===== src/rtl/serial_negator_pkg.sv =====
package serial_negator_pkg;

    typedef enum logic {
        ST_SEEK = 1'b0,
        ST_FLIP = 1'b1
    } neg_state_e;

endpackage


===== src/rtl/neg_bit_counter.sv =====
module neg_bit_counter #(
    parameter int WIDTH = 8,
    localparam int CW = (WIDTH > 1) ? $clog2(WIDTH) : 1
) (
    input  logic          clk,
    input  logic          rst_n,
    input  logic          bit_valid,
    input  logic          word_start,
    output logic [CW-1:0] cnt_q,
    output logic          last_bit
);

    localparam logic [CW-1:0] LAST = CW'(WIDTH - 1);

    logic [CW-1:0] base_pos;
    logic [CW-1:0] cnt_d;

    // Position of the bit presented in this cycle
    always_comb begin
        base_pos = word_start ? '0 : cnt_q;
        last_bit = (base_pos == LAST);
    end

    always_comb begin
        cnt_d = cnt_q;
        if (bit_valid) begin
            if (last_bit) begin
                cnt_d = '0;
            end else begin
                cnt_d = base_pos + CW'(1);
            end
        end
    end

    always_ff @(posedge clk or negedge rst_n) begin
        if (!rst_n) begin
            cnt_q <= '0;
        end else begin
            cnt_q <= cnt_d;
        end
    end

endmodule


===== src/rtl/neg_sequencer.sv =====
module neg_sequencer
    import serial_negator_pkg::*;
(
    input  logic       clk,
    input  logic       rst_n,
    input  logic       bit_valid,
    input  logic       word_start,
    input  logic       bit_in,
    input  logic       last_bit,
    output neg_state_e state_q,
    output neg_state_e eff_state
);

    neg_state_e state_d;

    // A start bit is always handled as the first bit of a word
    always_comb begin
        eff_state = word_start ? ST_SEEK : state_q;
    end

    always_comb begin
        state_d = state_q;
        if (bit_valid) begin
            if (last_bit) begin
                state_d = ST_SEEK;
            end else begin
                unique case (eff_state)
                    ST_SEEK: state_d = bit_in ? ST_FLIP : ST_SEEK;
                    ST_FLIP: state_d = ST_FLIP;
                    default: state_d = ST_SEEK;
                endcase
            end
        end
    end

    always_ff @(posedge clk or negedge rst_n) begin
        if (!rst_n) begin
            state_q <= ST_SEEK;
        end else begin
            state_q <= state_d;
        end
    end

endmodule


===== src/rtl/neg_output.sv =====
module neg_output
    import serial_negator_pkg::*;
(
    input  neg_state_e eff_state,
    input  logic       bit_in,
    output logic       bit_out
);

    always_comb begin
        unique case (eff_state)
            ST_SEEK: bit_out = bit_in;
            ST_FLIP: bit_out = ~bit_in;
            default: bit_out = bit_in;
        endcase
    end

endmodule


===== src/rtl/serial_negator.sv =====
module serial_negator
    import serial_negator_pkg::*;
#(
    parameter int WIDTH = 8,
    localparam int CW = (WIDTH > 1) ? $clog2(WIDTH) : 1
) (
    input  logic clk,
    input  logic rst_n,
    input  logic bit_valid,
    input  logic word_start,
    input  logic bit_in,
    output logic bit_out
);

    neg_state_e    state_q;
    neg_state_e    eff_state;
    logic [CW-1:0] cnt_q;
    logic          last_bit;

    neg_bit_counter #(
        .WIDTH (WIDTH)
    ) u_cnt (
        .clk        (clk),
        .rst_n      (rst_n),
        .bit_valid  (bit_valid),
        .word_start (word_start),
        .cnt_q      (cnt_q),
        .last_bit   (last_bit)
    );

    neg_sequencer u_seq (
        .clk        (clk),
        .rst_n      (rst_n),
        .bit_valid  (bit_valid),
        .word_start (word_start),
        .bit_in     (bit_in),
        .last_bit   (last_bit),
        .state_q    (state_q),
        .eff_state  (eff_state)
    );

    neg_output u_out (
        .eff_state (eff_state),
        .bit_in    (bit_in),
        .bit_out   (bit_out)
    );

endmodule


===== config.mk =====
export PLATFORM = sky130hd
export DESIGN_NAME = serial_negator
export DESIGN_NICKNAME = d
export VERILOG_FILES = /design/src/rtl/serial_negator_pkg.sv /design/src/rtl/neg_bit_counter.sv /design/src/rtl/neg_sequencer.sv /design/src/rtl/neg_output.sv /design/src/rtl/serial_negator.sv
export SDC_FILE = /design/constraint.sdc
export NUM_CORES = 1
export LEC_CHECK = 0
export ABC_CLOCK_PERIOD_IN_PS = 1250
export BUFFER_PORTS_ARGS = -buffer_cell sky130_fd_sc_hd__buf_4
export CORE_AREA = 2 2 39 41
export CTS_CLUSTER_DIAMETER = 200
export DETAILED_ROUTE_END_ITERATION = 12
export DIE_AREA = 0 0 41 43
export GPL_TIMING_DRIVEN = 0
export PLACE_DENSITY = 0.45
export SYNTH_ARGS = -nofsm -noshare
export SYNTH_HDL_FRONTEND = slang
export SYNTH_SLANG_ARGS = --single-unit
export TNS_END_PERCENT = 5

===== constraint.sdc =====
create_clock -name clk -period 1.25 [get_ports clk]
set_input_delay 0.125 -clock clk [delete_from_list [all_inputs] [get_ports clk]]
set_output_delay 0.125 -clock clk [all_outputs]
set_load 0.05 [all_outputs]

==> summary.md, run 1 <==
| Metric | Value |
|---|---|
| Area grow syn2layout | `64.71%` |
| Library cells used by synthesis | `8` |
| Hold Path Sink | `u_cnt.cnt_q[0]` |
| Startpoint types | `register` |
| Outcome | `completed` |
| Tot Pwr | `455.6 uW` |
| Die area | `1763 um2` |
| Row cnt | `14` |
| Syn avg cell area | `11.82 um2` |
| Largest net degree at the start of global routing | `6` |
| Total power per unit cell area | `1301 nW/um2` |
| Share of the yosys chip area belonging to registers | `47.06%` |
| Slack of the worst reg-to-reg path | `0.02 ns` |
| RePlAce Congestion | `0.5879` |
| Per-cell routed wire length | `9.744 um` |
| Vert. Die Dim | `43 um` |
| H-tree depth | `1` |
| Vias in the first global route | `194` |
| Cells after Synth | `18` |
| Number of remaining DRC errors | `0` |
| Num ports | `6` |
| Total grt overflow | `0` |
| Port Buf Inserts | `5` |
| Worst IR Drop VDD | `438.4 uV` |
| Final WS setup | `0.02383 ns` |
| Endpoints failing hold | `0` |
| TritonRoute pass-1 iters | `1` |
| Synth area leaders | `dfrtp_1 (47%), ha_1 (18%), mux2_1 (16%)` |
| Clock tree from TritonCTS | `yes` |
| Routed WL | `419 um` |
| DR vias | `168` |
| Die W | `41 um` |
| WS Path Type | `register to register` |
| Top post-synthesis cells by count | `dfrtp_1 (4), ha_1 (3), mux2_1 (3), nor2b_1 (3), nor2_1 (2)` |
| Post-synth EDFFs | `0` |
| Yosys reg bits | `4` |
| Reg-to-Reg End | `u_cnt.cnt_q[2]` |
| Synth top area share | `47.06%` |
| Async SR Flop Fraction | `100.0%` |
| Syn Std Cell Area | `212.7 um2` |
| Final setup violating endpoints | `0` |
| Max_cap viols | `0` |
| Antenna Cells | `0` |
| Slew HR | `86.25%` |
| Arr. time, crit path | `1.34 ns` |
| Hold path depth | `2` |
| Nets | `37` |
| Sink Count | `4` |
| Leading area contributor after synthesis | `dfrtp_1` |
| Fin Hold WS | `0.1295 ns` |
| Slew @ Worst Pin | `0.2059 ns` |
| Mapped Nets | `26` |
| Max FO, Critical Path | `2` |
| HP Class | `input pin to register` |
| Final Cycle Share | `98.09%` |
| Clk buf depth | `2` |
| Vias per cell | `3.907` |
| Reg2reg start | `u_cnt.cnt_q[0]` |
| Post-place instance area | `296.5 um2` |
| Synth Warn # | `0` |
| Hold Crit Start | `bit_valid` |
| Fmax | `815.5 MHz` |
| Critical path endpoint category | `register` |
| CTS root buffer | `clkbuf_4` |
| Pleak | `0.1603 nW` |
| Initial antenna violation count | `0` |
| Fin. max-slew vios | `0` |
| FF-to-FF path depth | `4` |
| Final min period | `1.226 ns` |
| Core area | `1384 um2` |
| Pre-CTS setup slack | `-0.008641 ns` |
| Clock transition at path regs | `0.04 ns` |
| Critical Path RT | `1.37 ns` |
| Worst-skew pair later-pin latency | `0.23 ns` |
| DR iter-0 viols | `0` |
| Detail Route Antenna Nets | `0` |
| Total track usage | `6.351%` |
| Share of layout cells above drive strength 1 | `48.15%` |
| CTS Buf Count | `3` |
| Starting Density | `15.37%` |
| Synth Flop Type | `dfrtp_1` |
| Final instance area | `350.3 um2` |
| DPL Wire Length | `311.5 um` |
| RSZ-0062 raised after global routing | `yes` |
| Most numerous cell in the Yosys netlist | `dfrtp_1` |
| First-pass GRT wire length | `683 um` |
| Setup Skew | `0.004154 ns` |
==> placed cells by master, fill, tap and decap left out <==
| cell type | instances |
|---|---|
| ha_1 | 1 |
| buf_4 | 4 |
| ha_4 | 2 |
| dlygate4sd3_1 | 1 |
| a21oi_1 | 1 |
| dfrtp_1 | 4 |
| nor2b_1 | 1 |
| nand2b_1 | 1 |
| inv_1 | 1 |
| nor2_1 | 2 |
| buf_6 | 1 |
| mux2_4 | 1 |
| mux2_1 | 2 |
| nor2b_4 | 2 |
| clkbuf_4 | 3 |
==> routing by layer <==
layer	share of wire [%]	vias up	global-route usage, %
li1	-	79	-
met4	0	0	4.000
met5	0	-	0
met1	40	79	5.537
met2	49	10	9.688
met3	11	0	4.712
==> metrics by stage <==
stage                     util (%)  std cells  setup TNS (ns)
after floorplan                  -         18               0
after global placement       21.43         39               0
after detailed placement     21.43         39        -0.01628
after CTS                    23.78         43        -0.01921
after global routing         25.32         43        -0.03556
final                        25.32         43               0
==> what timing repair did <==
item / CTS / global route
hold buffers: 1 / 0
gates resized for setup: 0 / 4
endpoints found under the setup margin: 2 / 4
hold endpoints to repair: 4 / 0
pin swaps: 0 / 1
buffers inserted: 0 / 0
==> area by class of cell <==
cell class                 count  area [um2]
inverter                       1       3.754
clock buffer                   3       22.52
timing repair buffer           6       51.30
multi-input combinational     13       152.6
tap                           16       20.02
sequential                     4       100.1
fill                         150        1033
==> worst max-delay path by stage <==
| stage | endpoint | slack (ns) | startpoint |
|---|---|---|---|
| floorplan | u_cnt.cnt_q[2] | 0.03 | u_cnt.cnt_q[0] |
| finish | u_cnt.cnt_q[2] | 0.02 | u_cnt.cnt_q[0] |
| global placement | u_cnt.cnt_q[2] | 0.01 | u_cnt.cnt_q[0] |
| CTS | u_cnt.cnt_q[2] | -0.01 | u_cnt.cnt_q[0] |
| global route | u_seq.state_q | -0.02 | u_cnt.cnt_q[0] |
| detailed placement | u_cnt.cnt_q[2] | -0.009 | u_cnt.cnt_q[0] |
==> logic make-up (layout without fill, tap and decap cells) <==
logic type                 after synthesis  in the layout  synth area share (%)
buffers and inverters                    1             10                 1.763
adders and majority gates                3              3                 17.65
and+or+nand+nor                          6              6                 15.30
muxes                                    3              3                 15.88
DFF                                      4              4                 47.06
AOI/OAI and AO/OA                        1              1                 2.351
==> worst max-delay path, stage by stage (launching register included) <==
cell     delay [ns]
dfrtp_1        0.37
nor2b_4        0.14
ha_4           0.16
ha_4           0.20
mux2_4         0.25
==> power breakdown <==
part | internal [mW] | switching, mW | leakage [nW]
sequential | 0.155 | 0.0121 | 0.0470
clock | 0.107 | 0.0498 | 0.0138
combinational | 0.0736 | 0.0580 | 0.0995
total | 0.336 | 0.120 | 0.160
==> state kept, by name, indices dropped and copies added (netlist names) <==
name           cells
u_seq.state_q      1
u_cnt.cnt_q        3
(Power assumes the default switching activity.)
==> run 2: changes to the inputs <==
--- a/config.mk
+++ b/config.mk
@@ -13,6 +13,7 @@
 export DIE_AREA = 0 0 41 43
 export GPL_TIMING_DRIVEN = 0
 export PLACE_DENSITY = 0.45
+export SETUP_SLACK_MARGIN = 0.15
 export SYNTH_ARGS = -nofsm -noshare
 export SYNTH_HDL_FRONTEND = slang
 export SYNTH_SLANG_ARGS = --single-unit
==> summary.md, run 2 (synthesized netlist as in run 1, its figures left out) <==
| Metric | Value |
|---|---|
| Slew @ Worst Pin | `0.2059 ns (about the same)` |
| Detail Route Antenna Nets | `0 (unchanged)` |
| Critical path buffers and inverters | `0 (unchanged)` |
| Endpoints failing hold | `0 (unchanged)` |
| Per-cell routed wire length | `9.886 um (was 9.744 um)` |
| CTS root buffer | `clkbuf_4 (unchanged)` |
| Met3 WL post-DR | `45 um (unchanged)` |
| Multi-input combinational cell area | `158.9 um2 (was 152.6 um2)` |
| TritonRoute pass-1 iters | `1 (unchanged)` |
| Total track usage | `6.855% (was 6.351%)` |
| Fin. max-slew vios | `0 (unchanged)` |
| Clock tree from TritonCTS | `yes (unchanged)` |
| Fmax | `814.2 MHz (was 815.5 MHz)` |
| Post-place instance area | `296.5 um2 (unchanged)` |
| Initial antenna violation count | `0 (unchanged)` |
| FF/Latch Area | `100.1 um2 (unchanged)` |
| Share of layout cells above drive strength 1 | `57.14% (was 48.15%)` |
| Slowest cell on crit path | `dfrtp_1 (unchanged)` |
| Combinational power share | `31.8% (was 28.9%)` |
| Largest Register | `u_cnt.cnt_q (unchanged)` |
| Starting Density | `15.37% (unchanged)` |
| Pleak | `0.1701 nW (was 0.1603 nW)` |
| Vert. Die Dim | `43 um (unchanged)` |
| DR vias | `171 (was 168)` |
| Area grow syn2layout | `71.18% (was 64.71%)` |
| Num ports | `6 (unchanged)` |
| Final std cells w/o fill | `44 (was 43)` |
| Arr. time, crit path | `1.34 ns (about the same)` |
| Vias per cell | `3.886 (was 3.907)` |
| Delay-heaviest family, CP | `flip-flops (unchanged)` |
| Vias in the first global route | `197 (was 194)` |
| Total power per unit cell area | `1307 nW/um2 (was 1301 nW/um2)` |
| Row cnt | `14 (unchanged)` |
| CP max stage delay | `0.37 ns (about the same)` |
| DPL Wire Length | `311.5 um (unchanged)` |
| Largest net degree at the start of global routing | `6 (unchanged)` |
| Clock transition at path regs | `0.04 ns (about the same)` |
| Antenna Cells | `0 (unchanged)` |
| Met2 routed WL | `209 um (was 204 um)` |
| CTS Buf Count | `3 (unchanged)` |
| Most frequent cells in the layout | `buf_4 (5), dfrtp_1 (4), clkbuf_4 (3) (was buf_4 (4), dfrtp_1 (4), clkbuf_4 (3))` |
| Number of remaining DRC errors | `0 (unchanged)` |
| Final Cycle Share | `98.26% (was 98.09%)` |
| Sequential power share | `35.1% (was 36.7%)` |
| Setup Skew | `0.005025 ns (was 0.004154 ns)` |
| Final instance area | `364.1 um2 (was 350.3 um2)` |
| CP cell instances | `nor2b_4 -> ha_4 -> ha_4 -> mux2_4 (unchanged)` |
| Worst IR Drop VDD | `438.2 uV (was 438.4 uV)` |
| Commonest non-fill, non-tap cell in the layout | `buf_4` |
| Worst-skew pair later-pin latency | `0.23 ns (about the same)` |
| Die W | `41 um (unchanged)` |
| Max Used Layer | `met3 (unchanged)` |
| First-pass GRT wire length | `745 um (was 683 um)` |
| Placed Instances | `39 (unchanged)` |
| Fin Hold WS | `0.1337 ns (was 0.1295 ns)` |
| Pre-CTS setup slack | `-0.008641 ns (unchanged)` |
| Nets | `38 (was 37)` |
| H-tree depth | `1 (unchanged)` |
| RSZ-0062 raised after global routing | `yes (unchanged)` |
| WS Path Type | `register to register (unchanged)` |
| Tot Pwr | `475.8 uW (was 455.6 uW)` |
| Number of flip-flops in the largest register | `3 (unchanged)` |
| Core area | `1384 um2 (unchanged)` |
| Critical path endpoint category | `register (unchanged)` |
| HP Class | `input pin to register (unchanged)` |
| Slew HR | `86.25% (unchanged)` |
| Power Internal | `352.0 uW (was 335.7 uW)` |
| Final min period | `1.228 ns (was 1.226 ns)` |
| Max_cap viols | `0 (unchanged)` |
| Max FO, Critical Path | `2 (unchanged)` |
| Switching power | `123.9 uW (was 119.9 uW)` |
| Final WS setup | `0.02175 ns (was 0.02383 ns)` |
| Critical Path RT | `1.37 ns (about the same)` |
| Top cell by count, worst path | `ha_4 (unchanged)` |
| Final setup violating endpoints | `0 (unchanged)` |
| Switching part of the total | `26.03% (was 26.32%)` |
| Fill cell count | `146 (was 150)` |
| RePlAce Congestion | `0.5879 (unchanged)` |
| Die area | `1763 um2 (unchanged)` |
| Sink Count | `4 (unchanged)` |
| Largest registers | `u_cnt.cnt_q x3, u_seq.state_q x1 (unchanged)` |
| Met1 Wirelength | `180 um (was 169 um)` |
| Port Buf Inserts | `5 (unchanged)` |
| Outcome | `completed (unchanged)` |
| Routed WL | `435 um (was 419 um)` |
| Total grt overflow | `0 (unchanged)` |
| DR iter-0 viols | `0 (unchanged)` |
| Startpoint types | `register (unchanged)` |
| Clk buf depth | `2 (unchanged)` |
| Clock Power Share | `33.1% (was 34.4%)` |
## run 2: worst paths after layout
kind	startpoint	to	slack (ns)	cells past startpoint
min	bit_valid	u_cnt.cnt_q[0]	0.13	2
min reg2reg	u_cnt.cnt_q[2]	u_cnt.cnt_q[2]	0.50	1
max reg2reg	u_cnt.cnt_q[0]	u_cnt.cnt_q[2]	0.02	4
max	u_cnt.cnt_q[0]	u_cnt.cnt_q[2]	0.02	4
max in group asynchronous	rst_n	u_cnt.cnt_q[0]	0.92	2
min in group asynchronous	rst_n	u_cnt.cnt_q[2]	0.22	2
## run 2: power by group through the flow
stage / logic [mW] / clock network, mW / registers (mW)
global placement: 0.104 / 0 / 0.166
global route: 0.171 / 0.177 / 0.169
detailed placement: 0.109 / 0 / 0.167
CTS: 0.134 / 0.164 / 0.166
finish: 0.151 / 0.157 / 0.167
floorplan: 0.0783 / 0 / 0.164
## run 2: worst reg2reg max path, stage by stage (launching register included)
cell and delay, ns:
dfrtp_1 0.37, nor2b_4 0.14, ha_4 0.16, ha_4 0.20, mux2_4 0.25
## run 2: per-stage QoR
stage	setup TNS [ns]	util (%)
after floorplan	0	-
after global placement	0	21.43
after detailed placement	-0.01628	21.43
after CTS	-0.003353	25.32
after global routing	-0.01701	26.31
final	0	26.31
## run 2: what timing repair did
action                                  4_1_cts  5_1_grt
endpoints found under the hold margin         4        0
endpoints found under the setup margin        4        4
resized for setup                             4        2
buffers inserted                              0        1
pin swaps                                     3        4
hold buffers                                  1        0
## run 2: metal layers
layer | track usage [%] | vias to the layer above
met3 | 4.712 | 0
li1 | - | 80
met1 | 6.189 | 81
met2 | 10.63 | 10
met4 | 4.000 | 0
met5 | 0 | -
## run 2: final cells by class
| class | count | area share [%] |
|---|---|---|
| clock buffers | 3 | 6.186 |
| flip-flops and latches | 4 | 27.49 |
| multi-input cells | 13 | 43.64 |
| well taps | 16 | 5.498 |
| inverters | 1 | 1.031 |
| repair buffers | 7 | 16.15 |
